File: config.mk
export PLATFORM = sky130hd
export DESIGN_NAME = cardclk_div
export DESIGN_NICKNAME = d
export VERILOG_FILES = /design/src/rtl/cdiv_pkg.sv /design/src/rtl/cdiv_sync.sv /design/src/rtl/cdiv_core.sv /design/src/rtl/cdiv_outmux.sv /design/src/rtl/cardclk_div.sv
export SDC_FILE = /design/constraint.sdc
export NUM_CORES = 1
export LEC_CHECK = 0
export ABC_AREA = 1
export BUFFER_PORTS_ARGS = -buffer_cell sky130_fd_sc_hd__buf_2
export CAP_MARGIN = 25
export CELL_PAD_IN_SITES_DETAIL_PLACEMENT = 0
export CELL_PAD_IN_SITES_GLOBAL_PLACEMENT = 1
export CORE_ASPECT_RATIO = 1.75
export CORE_MARGIN = 5
export CORE_UTILIZATION = 26
export DETAILED_ROUTE_END_ITERATION = 8
export GPL_ROUTABILITY_DRIVEN = 0
export GPL_TIMING_DRIVEN = 0
export PLACE_DENSITY = 0.6
export SLEW_MARGIN = 30
export SYNTH_ARGS = -nofsm -noshare
export SYNTH_HDL_FRONTEND = slang
export SYNTH_SLANG_ARGS = --single-unit
File: constraint.sdc
create_clock -name clk_in -period 1.4 [get_ports clk_in]
set_input_delay 0.14 -clock clk_in [delete_from_list [all_inputs] [get_ports clk_in]]
set_output_delay 0.14 -clock clk_in [all_outputs]
set_load 0.01 [all_outputs]
File: src/rtl/cdiv_pkg.sv
package cdiv_pkg;

    localparam int SEL_W   = 2;
    localparam int MAX_DIV = 8;
    localparam int CNT_W   = $clog2(MAX_DIV);

    // Gray-ordered select codes: neighbours in ratio differ in one bit
    typedef enum logic [SEL_W-1:0] {
        SEL_DIV8 = 2'b00,
        SEL_DIV4 = 2'b01,
        SEL_DIV2 = 2'b11,
        SEL_DIV1 = 2'b10
    } sel_code_e;

    typedef struct packed {
        sel_code_e        code;
        logic [CNT_W-1:0] cnt;
        logic             lvl;
        logic             pass;
    } div_state_t;

    function automatic logic [CNT_W:0] ratio_of(sel_code_e c);
        case (c)
            SEL_DIV8: return (CNT_W+1)'(MAX_DIV);
            SEL_DIV4: return (CNT_W+1)'(MAX_DIV >> 1);
            SEL_DIV2: return (CNT_W+1)'(MAX_DIV >> 2);
            SEL_DIV1: return (CNT_W+1)'(1);
            default:  return (CNT_W+1)'(MAX_DIV);
        endcase
    endfunction

    // Move at most one bit toward the target; low bit first on a double change
    function automatic sel_code_e step_toward(sel_code_e cur, sel_code_e tgt);
        logic [SEL_W-1:0] diff;
        diff = cur ^ tgt;
        if (&diff) return sel_code_e'(cur ^ SEL_W'(1));
        return tgt;
    endfunction

endpackage

File: src/rtl/cdiv_sync.sv
module cdiv_sync #(
    parameter int               WIDTH   = 2,
    parameter int               STAGES  = 2,
    parameter logic [WIDTH-1:0] RST_VAL = '0
) (
    input  logic             clk,
    input  logic             rst_n,
    input  logic [WIDTH-1:0] din,
    output logic [WIDTH-1:0] dout
);

    logic [STAGES-1:0][WIDTH-1:0] stg_d, stg_q;

    always_comb begin
        stg_d[0] = din;
        for (int i = 1; i < STAGES; i++) stg_d[i] = stg_q[i-1];
    end

    always_ff @(posedge clk or negedge rst_n) begin
        if (!rst_n) begin
            for (int i = 0; i < STAGES; i++) stg_q[i] <= RST_VAL;
        end else begin
            stg_q <= stg_d;
        end
    end

    assign dout = stg_q[STAGES-1];

endmodule

File: src/rtl/cdiv_core.sv
module cdiv_core
    import cdiv_pkg::*;
(
    input  logic      clk,
    input  logic      rst_n,
    input  sel_code_e sel_sync,
    output sel_code_e code,
    output logic      lvl,
    output logic      pass,
    output logic      wrap
);

    localparam logic [CNT_W:0]   R_ONE = (CNT_W+1)'(1);
    localparam logic [CNT_W-1:0] C_ONE = CNT_W'(1);
    localparam div_state_t RST_ST = '{
        code: SEL_DIV8,
        cnt:  CNT_W'(MAX_DIV - 1),
        lvl:  1'b0,
        pass: 1'b0
    };

    div_state_t       st_d, st_q;
    logic [CNT_W:0]   ratio_cur, ratio_nxt, half_cur;
    sel_code_e        code_nxt;
    logic             wrap_c;

    always_comb begin
        ratio_cur = ratio_of(st_q.code);
        half_cur  = ratio_cur >> 1;
        wrap_c    = ({1'b0, st_q.cnt} == (ratio_cur - R_ONE));
        code_nxt  = step_toward(st_q.code, sel_sync);
        ratio_nxt = ratio_of(code_nxt);
        st_d      = st_q;
        if (wrap_c) begin
            // period boundary: end of a low phase, safe to change ratio
            st_d.code = code_nxt;
            st_d.cnt  = '0;
            st_d.pass = (ratio_nxt == R_ONE);
            st_d.lvl  = (ratio_nxt != R_ONE);
        end else begin
            st_d.cnt  = st_q.cnt + C_ONE;
            st_d.lvl  = (({1'b0, st_q.cnt} + R_ONE) < half_cur);
        end
    end

    always_ff @(posedge clk or negedge rst_n) begin
        if (!rst_n) st_q <= RST_ST;
        else        st_q <= st_d;
    end

    assign code = st_q.code;
    assign lvl  = st_q.lvl;
    assign pass = st_q.pass;
    assign wrap = wrap_c;

endmodule

File: src/rtl/cdiv_outmux.sv
module cdiv_outmux (
    input  logic clk,
    input  logic pass,
    input  logic lvl,
    output logic clk_out
);

    // pass and lvl only change at rising clk edges, where both sides agree
    assign clk_out = pass ? clk : lvl;

endmodule

File: src/rtl/cardclk_div.sv
module cardclk_div
    import cdiv_pkg::*;
#(
    parameter int SYNC_STAGES = 2
) (
    input  logic             clk_in,
    input  logic             rst_n,
    input  logic [SEL_W-1:0] div_sel,
    output logic             clk_out
);

    logic [SEL_W-1:0] sel_sync_raw;
    sel_code_e        sel_sync;
    sel_code_e        act_code;
    logic             lvl_q;
    logic             pass_q;
    logic             at_wrap;

    cdiv_sync #(
        .WIDTH   (SEL_W),
        .STAGES  (SYNC_STAGES),
        .RST_VAL (SEL_W'(SEL_DIV8))
    ) u_sync (
        .clk   (clk_in),
        .rst_n (rst_n),
        .din   (div_sel),
        .dout  (sel_sync_raw)
    );

    assign sel_sync = sel_code_e'(sel_sync_raw);

    cdiv_core u_core (
        .clk      (clk_in),
        .rst_n    (rst_n),
        .sel_sync (sel_sync),
        .code     (act_code),
        .lvl      (lvl_q),
        .pass     (pass_q),
        .wrap     (at_wrap)
    );

    cdiv_outmux u_mux (
        .clk     (clk_in),
        .pass    (pass_q),
        .lvl     (lvl_q),
        .clk_out (clk_out)
    );

endmodule

==> results.cfg, run 1 <==
[finish]
area_delta_synth_final_pct = 40.68
nets = 95
diodes = 0
drive_above_1_share_pct = 35.63
register_area_um2 = 279.0
multi_input_area_um2 = 339.1
finish.utilization_pct = 37.01
fill_cells = 241

[synthesis]
yosysUniqueCellTypes = 20
syn_avg_cell_area_um2 = 8.318
syn_nets = 78
synth.ff_latch_count = 11
ys_seq_area_share_pct = 47.25
synthCells = 71
netlist_area_um2 = 590.6
ys.warnings.count = 0

[die]
die_h_um = 73.05
floorplan.initialDensity_pct = 26.31
fp.dieArea_um2 = 3362
pin_count = 5
die_x_um = 46.03
rows = 23
core_um2 = 2245

[global_route]
grt_usage_pct = 9.291
antenna_found_initial = 0
gr-total-overflow = 0
grt_pass1_wl_um = 2125
grt_max_degree = 12
grt_pass1_vias = 518

[routing]
wl_um = 1211
drtPass1Iterations = 2
drcViolationCount = 0
wl_per_cell_um = 10.81
dr_total_vias = 492
viasPerCell = 4.393
drt-initial-drc-count = 4
antenna_left = 0

[critical_path]
crit_arrival_ns = 1.71
worst_setup_path_end_kind = flop
path_delay_family = flip-flops
r2r_cells = 8
crit_chain = ha_4 > or2_4 > nand2_4 > ha_4 > o21bai_1 > a21oi_2 > nand2_1 > nand2_1
path_buf_inv = 0
r2r-end = u_core.lvl$_DFF_PN0_
crit_slowest_cell = dfstp_2
crit_type = flop to flop
crit_fanout = 2
rrSetupSlack_ns = -0.03
r2r_start = u_core.st_q[2]$_DFF_PN1_
cpPeakStageDelay_ns = 0.55
crit_path_start_kind = flop
cp_data_required_time_ns = 1.68

[sta]
post-route-period-util_pct = 102.3
max_slew_margin_pct = 82.38
clock_skew_ns = 0.003464
fin_ws_ns = -0.03207
setup_viol = 1
worstMarginPinSlew_ns = 0.2643
slew_violations = 0
max_freq_mhz = 698.3
hold_violations = 0
rsz0062_at_grt = yes
min_period_ns = 1.432

[run_status]
violations = setup timing
outcome = complete, but fails checks

[power]
vdd_ir_drop_max_v = 0.001203
p_per_area_nw_per_um2 = 2788
p_total_mw = 2.316
p_leak_nw = 0.4065

[cts]
clkLatencyLatePin_ns = 0.34
clk_pin_slew_ns = 0.05
cts_tree = built

[run]
max-cap-violations = 0

[worst_hold_path]
hold_class = input port to asynchronous set/reset pin

[placed_design]
hpwl_um = 871.5
io_buffers = 4
-- metal layers --
metal	up-vias	global-route usage (%)	share of wire, %	wire (µm)
met3	6	4.198	2.4	29
li1	249	-	-	-
met5	-	0	0	0
met1	231	8.030	39	470
met2	6	14.88	54	657
met4	0	8.544	4.4	53
-- sequential cells by signal (all words and copies together) (netlist names) --
| register | flops |
|---|---|
| u_core.code | 2 |
| u_core.lvl | 1 |
| u_sync.dout | 2 |
| u_sync.stg_d | 2 |
| u_core.st_q | 3 |
| u_core.pass | 1 |
-- logic make-up after synthesis --
kind of cell	share of synthesized area [%]
compound gates	4.873
xor+xnor	2.967
fa+ha+maj	6.357
buf+inv	5.085
flops	47.25
mux	1.907
simple gates	31.57
-- how the worst max path moves through the flow --
stage	startpoint	to	slack [ns]	cells after the start
after global placement	u_core.st_q[3]$_DFF_PN1_	u_core.lvl$_DFF_PN0_	-0.1	8
after detailed placement	u_core.st_q[3]$_DFF_PN1_	u_core.lvl$_DFF_PN0_	-0.11	8
final	u_core.st_q[2]$_DFF_PN1_	u_core.lvl$_DFF_PN0_	-0.03	8
after global routing	u_core.st_q[2]$_DFF_PN1_	u_core.lvl$_DFF_PN0_	-0.09	8
after floorplan	u_core.st_q[3]$_DFF_PN1_	u_core.lvl$_DFF_PN0_	-0.003	8
after CTS	u_core.st_q[2]$_DFF_PN1_	u_core.lvl$_DFF_PN0_	-0.04	8
-- final cells by class --
type                    instances  share of cell area (%)
repair buffers                  9                   8.133
flip-flops and latches         11                   33.58
well taps                      25                   3.765
clock buffers                   7                   10.09
inverters                       8                   3.614
multi-input cells              52                   40.81
-- through the flow --
stage | area [µm²] | TNS (ns) | hold WS (ns) | setup WS (ns) | instances
after floorplan | 615.6 | -0.002792 | -0.1556 | -0.002792 | 71
after global placement | 666.9 | -0.09677 | 0.01953 | -0.09677 | 100
after detailed placement | 666.9 | -0.1077 | 0.02242 | -0.1077 | 100
after CTS | 828.3 | -0.03702 | 0.2072 | -0.03702 | 112
after global routing | 830.8 | -0.09008 | 0.2302 | -0.09008 | 112
final | 830.8 | -0.03207 | 0.1985 | -0.03207 | 112
-- synth_stat cells --
cell,count,area (µm²)
nor2_1,6,22.52
xor2_1,1,8.760
nand2_1,27,101.4
inv_1,6,22.52
nor2_4,1,11.26
dfstp_2,3,78.83
dfrtp_1,8,200.2
mux2_2,1,11.26
xnor2_1,1,8.760
ha_1,3,37.54
a21oi_1,2,10.01
nor2_2,1,6.260
nand2_2,1,6.260
inv_2,2,7.510
o21bai_2,1,11.26
nand3b_1,1,7.510
nand3_1,3,15.01
or2_2,1,6.260
nand3_2,1,10.01
o21bai_1,1,7.510
-- report_power, final --
group | internal (mW) | switching [mW] | total [mW]
logic | 0.529 | 0.653 | 1.18
clock network | 0.395 | 0.167 | 0.562
registers | 0.464 | 0.108 | 0.572
total | 1.39 | 0.928 | 2.32
-- layout by cell type (no fill, tap or decap), types with 2 or more instances in the layout --
master / n
nor2_1: 6
dfrtp_1: 8
buf_4: 3
inv_1: 5
nand3_1: 3
dfstp_2: 3
nand2_1: 25
ha_4: 3
clkbuf_8: 5
dlygate4sd3_1: 3
inv_2: 3
buf_2: 3
nand2_2: 2
-- timing repair --
action	4_1_cts	5_1_grt
pin swaps	4	1
setup endpoints to repair	2	4
hold buffers	3	0
resized for setup	8	1
hold endpoints to repair	13	0
buffers inserted	3	0
(Power assumes the default switching activity.)
==> inputs of run 2 (changes only) <==
--- a/config.mk
+++ b/config.mk
@@ -20,4 +20,5 @@
 export SLEW_MARGIN = 30
 export SYNTH_ARGS = -nofsm -noshare
 export SYNTH_HDL_FRONTEND = slang
+export SYNTH_HIERARCHICAL = 1
 export SYNTH_SLANG_ARGS = --single-unit
==> results.cfg, run 2 <==
[run_status]
outcome = complete, but fails checks
violations = setup timing

[critical_path]
r2r_start = u_core/st_q[3]$_DFF_PN1_
path_delay_family = flip-flops
startpoint = u_core/st_q[3]$_DFF_PN1_
crit_fanout = 2
cpPeakStageDelay_ns = 0.56
crit_path_start_kind = flop
r2r-end = u_core/lvl$_DFF_PN0_
crit_arrival_ns = 1.72
cp_data_required_time_ns = 1.67
rrSetupSlack_ns = -0.05
crit_chain = ha_4 > xor2_2 > ha_2 > o21bai_1 > inv_1 > nand3_2 > nand2_2
worst_setup_path_end_kind = flop
crit_type = flop to flop
path_buf_inv = 1
r2r_cells = 7
crit_slowest_cell = dfstp_2

[die]
die_h_um = 72.38
core_um2 = 2120
rows = 22
die_x_um = 45.65
pin_count = 5
fp.dieArea_um2 = 3304
floorplan.initialDensity_pct = 27.27

[routing]
dr_total_vias = 458
wl_um = 1183
drcViolationCount = 0
wl_per_cell_um = 10.75
drt-initial-drc-count = 4
antenna_left = 0
viasPerCell = 4.164
drtPass1Iterations = 2

[finish]
area_delta_synth_final_pct = 37.45
regMostFlops = u_core/st_q
most-common-layout-cells = 24 x nand2_1, 10 x inv_1, 7 x dfrtp_1
stdcell_area_um2 = 794.5
finish.utilization_pct = 37.49
largest_reg_flops = 3
drive_above_1_share_pct = 37.21
diodes = 0
nets = 94
final_common_cell = nand2_1

[synthesis]
syn_avg_cell_area_um2 = 8.378
ys.warnings.count = 6
synthCells = 69
syn_nets = 76
netlist_area_um2 = 578.1

[power]
seqPwrFrac_pct = 26.9
power_frac_clock_pct = 16.7
switching_power_mw = 0.9679
p_int_mw = 1.262
p_sw_share_pct = 43.41
vdd_ir_drop_max_v = 0.001243
p_leak_nw = 0.4023
power_frac_comb_pct = 56.4
p_per_area_nw_per_um2 = 2806

[cts]
cts_tree = built
clkLatencyLatePin_ns = 0.37
clk_pin_slew_ns = 0.06

[placed_design]
place_area_um2 = 640.6
pre_cts_ws_ns = -0.09834
io_buffers = 4
hpwl_um = 885.5

[global_route]
grt_max_degree = 12
grt_pass1_wl_um = 2228
gr-total-overflow = 0
grt_pass1_vias = 560
grt_usage_pct = 10.30
antenna_found_initial = 0

[sta]
setup_viol = 1
clock_skew_ns = 0.0003207
fin_hold_ws_ns = 0.1485
rsz0062_at_grt = yes
worstMarginPinSlew_ns = 0.2274
post-route-period-util_pct = 103.4
max_freq_mhz = 690.8
setup_tns_ns = -0.04750
fin_ws_ns = -0.04750
slew_violations = 0
hold_violations = 0
max_slew_margin_pct = 84.84
min_period_ns = 1.448

[worst_hold_path]
hold_class = input port to asynchronous set/reset pin

[run]
max-cap-violations = 0
-- run 2: layout make-up --
class                   count  area [µm²]
fillers                   222        1325
multi-input cells          46       317.8
flip-flops and latches     11       280.3
repair buffers              9       67.56
clock buffers               8       53.80
inverters                  12       45.04
well taps                  24       30.03
-- run 2: how the worst max path moves through the flow --
stage          slack (ns)  cells past startpoint              endpoint
2_1_floorplan        0.02                      7  u_core/lvl$_DFF_PN0_
3_3_place_gp        -0.08                      7  u_core/lvl$_DFF_PN0_
3_5_place_dp         -0.1                      7  u_core/lvl$_DFF_PN0_
4_1_cts             -0.01                      7  u_core/lvl$_DFF_PN0_
5_1_grt             -0.12                      7  u_core/lvl$_DFF_PN0_
6_report            -0.05                      7  u_core/lvl$_DFF_PN0_
-- run 2: repair_timing --
action                                  CTS  global route
cloned                                    0             0
endpoints found under the setup margin    1             4
resized for setup                         2             7
endpoints found under the hold margin    13             0
buffers inserted                          3             0
pin swaps                                 0             4
hold buffers                              3             0
-- run 2: metrics by stage --
stage               power, mW  cells
finish                  2.230    110
global route            2.480    110
CTS                     2.096    110
detailed placement      1.565     97
global placement        1.529     97
floorplan               1.336     69
-- run 2: power groups by stage --
stage	combinational (mW)	sequential, mW	clock [mW]
CTS	1.11	0.588	0.394
floorplan	0.727	0.582	0.0259
detailed placement	0.909	0.612	0.0432
global route	1.44	0.614	0.428
finish	1.26	0.599	0.373
global placement	0.873	0.613	0.0432
-- run 2: per-layer routing --
layer / GRT usage, % / wire (µm)
met1: 8.308 / 393
met2: 16.02 / 711
met3: 3.474 / 32
met4: 13.36 / 46
met5: 0 / 0
==> inputs of run 3 (changes only) <==
--- a/config.mk
+++ b/config.mk
@@ -6,7 +6,7 @@
 export NUM_CORES = 1
 export LEC_CHECK = 0
 export ABC_AREA = 1
-export BUFFER_PORTS_ARGS = -buffer_cell sky130_fd_sc_hd__buf_2
+export BUFFER_PORTS_ARGS = -buffer_cell sky130_fd_sc_hd__clkbuf_2
 export CAP_MARGIN = 25
 export CELL_PAD_IN_SITES_DETAIL_PLACEMENT = 0
 export CELL_PAD_IN_SITES_GLOBAL_PLACEMENT = 1
@@ -16,6 +16,7 @@
 export DETAILED_ROUTE_END_ITERATION = 8
 export GPL_ROUTABILITY_DRIVEN = 0
 export GPL_TIMING_DRIVEN = 0
+export HOLD_SLACK_MARGIN = 0.06
 export PLACE_DENSITY = 0.6
 export SLEW_MARGIN = 30
 export SYNTH_ARGS = -nofsm -noshare
==> results.cfg, run 3 (synthesis results as in run 2) <==
[power]
vdd_ir_drop_max_v = 0.001140
p_total_mw = 2.198
p_per_area_nw_per_um2 = 2810
p_leak_nw = 0.4041

[placed_design]
dp_cells = 97
hpwl_um = 894.5
pre_cts_ws_ns = -0.09064
io_buffers = 4
place_area_um2 = 640.6

[sta]
min_period_ns = 1.393
post-route-period-util_pct = 99.48
hold_violations = 0
worstMarginPinSlew_ns = 0.2559
fin_ws_ns = 0.007215
slew_violations = 0
max_slew_margin_pct = 82.94
max_freq_mhz = 718.0
clock_skew_ns = 0.001357
rsz0062_at_grt = yes
setup_viol = 0
setup_tns_ns = 0

[finish]
area_delta_synth_final_pct = 35.28
fill_cells = 206
regMostFlops = u_core/st_q
most-common-layout-cells = 23 x nand2_1, 10 x inv_1, 8 x dfrtp_1
multi_input_area_um2 = 306.5
diodes = 0
final_common_cell = nand2_1
nets = 94
register_area_um2 = 279.0
drive_above_1_share_pct = 36.05
stdcell_area_um2 = 782.0
final_cells = 110
largest_reg_flops = 3

[critical_path]
crit_type = flop to flop
cp_data_required_time_ns = 1.67
rrSetupSlack_ns = 0.007
crit_arrival_ns = 1.66
crit_fanout = 2
crit_path_start_kind = flop
worst_setup_path_end_kind = flop

[global_route]
grt_usage_pct = 10.11
grt_max_degree = 12
gr-total-overflow = 0
grt_pass1_wl_um = 2173
grt_pass1_vias = 580
antenna_found_initial = 0

[routing]
drt-initial-drc-count = 12
antenna_left = 0
drtPass1Iterations = 3
drcViolationCount = 0
viasPerCell = 4.182
dr_total_vias = 460
wl_um = 1166
wl_per_cell_um = 10.60

[die]
die_x_um = 45.65
floorplan.initialDensity_pct = 27.27
rows = 22
core_um2 = 2120
pin_count = 5
fp.dieArea_um2 = 3304
die_h_um = 72.38

[run]
max-cap-violations = 0

[run_status]
outcome = completed

[cts]
cts_tree = built
clk_pin_slew_ns = 0.06
clkLatencyLatePin_ns = 0.37

[worst_hold_path]
hold_class = input port to asynchronous set/reset pin
## run 3: cell types whose count changed in the layout (fill, tap and decap cells not counted), sizes merged
cell and change:
buf -4, clkbuf +4
## run 3: final timing paths
path | from | end | cells after the start
max in group asynchronous | rst_n | u_core/st_q[2]$_DFF_PN1_ | 2
worst max-delay path | u_core/st_q[3]$_DFF_PN1_ | u_core/lvl$_DFF_PN0_ | 7
worst max register to register | u_core/st_q[3]$_DFF_PN1_ | u_core/lvl$_DFF_PN0_ | 7
worst min register to register | u_sync/stg_d[3]$_DFF_PN0_ | u_sync/dout[1]$_DFF_PN0_ | 0
min in group clk_in | u_sync/stg_d[3]$_DFF_PN0_ | u_sync/dout[1]$_DFF_PN0_ | 0
worst min-delay path | rst_n | u_core/code[0]$_DFFE_PN0N_ | 2
## run 3: final cells by class
type | instances | area share [%]
multi-input combinational | 46 | 39.20
sequential | 11 | 35.68
timing repair buffer | 9 | 8.640
clock buffer | 8 | 6.880
inverter | 12 | 5.760
tap | 24 | 3.840
## run 3: per-layer routing
| metal | GRT usage (%) | up-vias | share of wire, % |
|---|---|---|---|
| met5 | 0 | - | 0 |
| met4 | 14.33 | 0 | 5.2 |
| met3 | 2.730 | 6 | 2.4 |
| met2 | 16.33 | 8 | 59 |
| met1 | 7.396 | 207 | 33 |
| li1 | - | 239 | - |
## run 3: repair_timing
item,in CTS,in global routing
gates resized for setup,2,5
setup buffers,2,1
endpoints found under the setup margin,1,4
hold endpoints to repair,13,0
hold buffers,3,0
pin swaps,1,2
## run 3: stage by stage
stage | hold slack (ns) | utilization, %
floorplan | -0.1556 | -
global placement | 0.02208 | 30.22
detailed placement | 0.02205 | 30.22
CTS | 0.1514 | 35.60
global route | 0.1905 | 36.89
finish | 0.1573 | 36.89
## run 3: critical path, stage by stage, from the launching register on
cell,delay [ns]
dfstp_2,0.56
ha_4,0.22
ha_4,0.25
nand2_2,0.05
nand2_2,0.06
nand2_2,0.05
nand3_2,0.06
nand2_1,0.04
## run 3: power breakdown
group	internal, mW	total (mW)	switching [mW]	leakage, nW
clock	0.225	0.378	0.152	0.0387
sequential	0.469	0.591	0.122	0.128
combinational	0.554	1.23	0.676	0.238
total	1.25	2.20	0.950	0.404
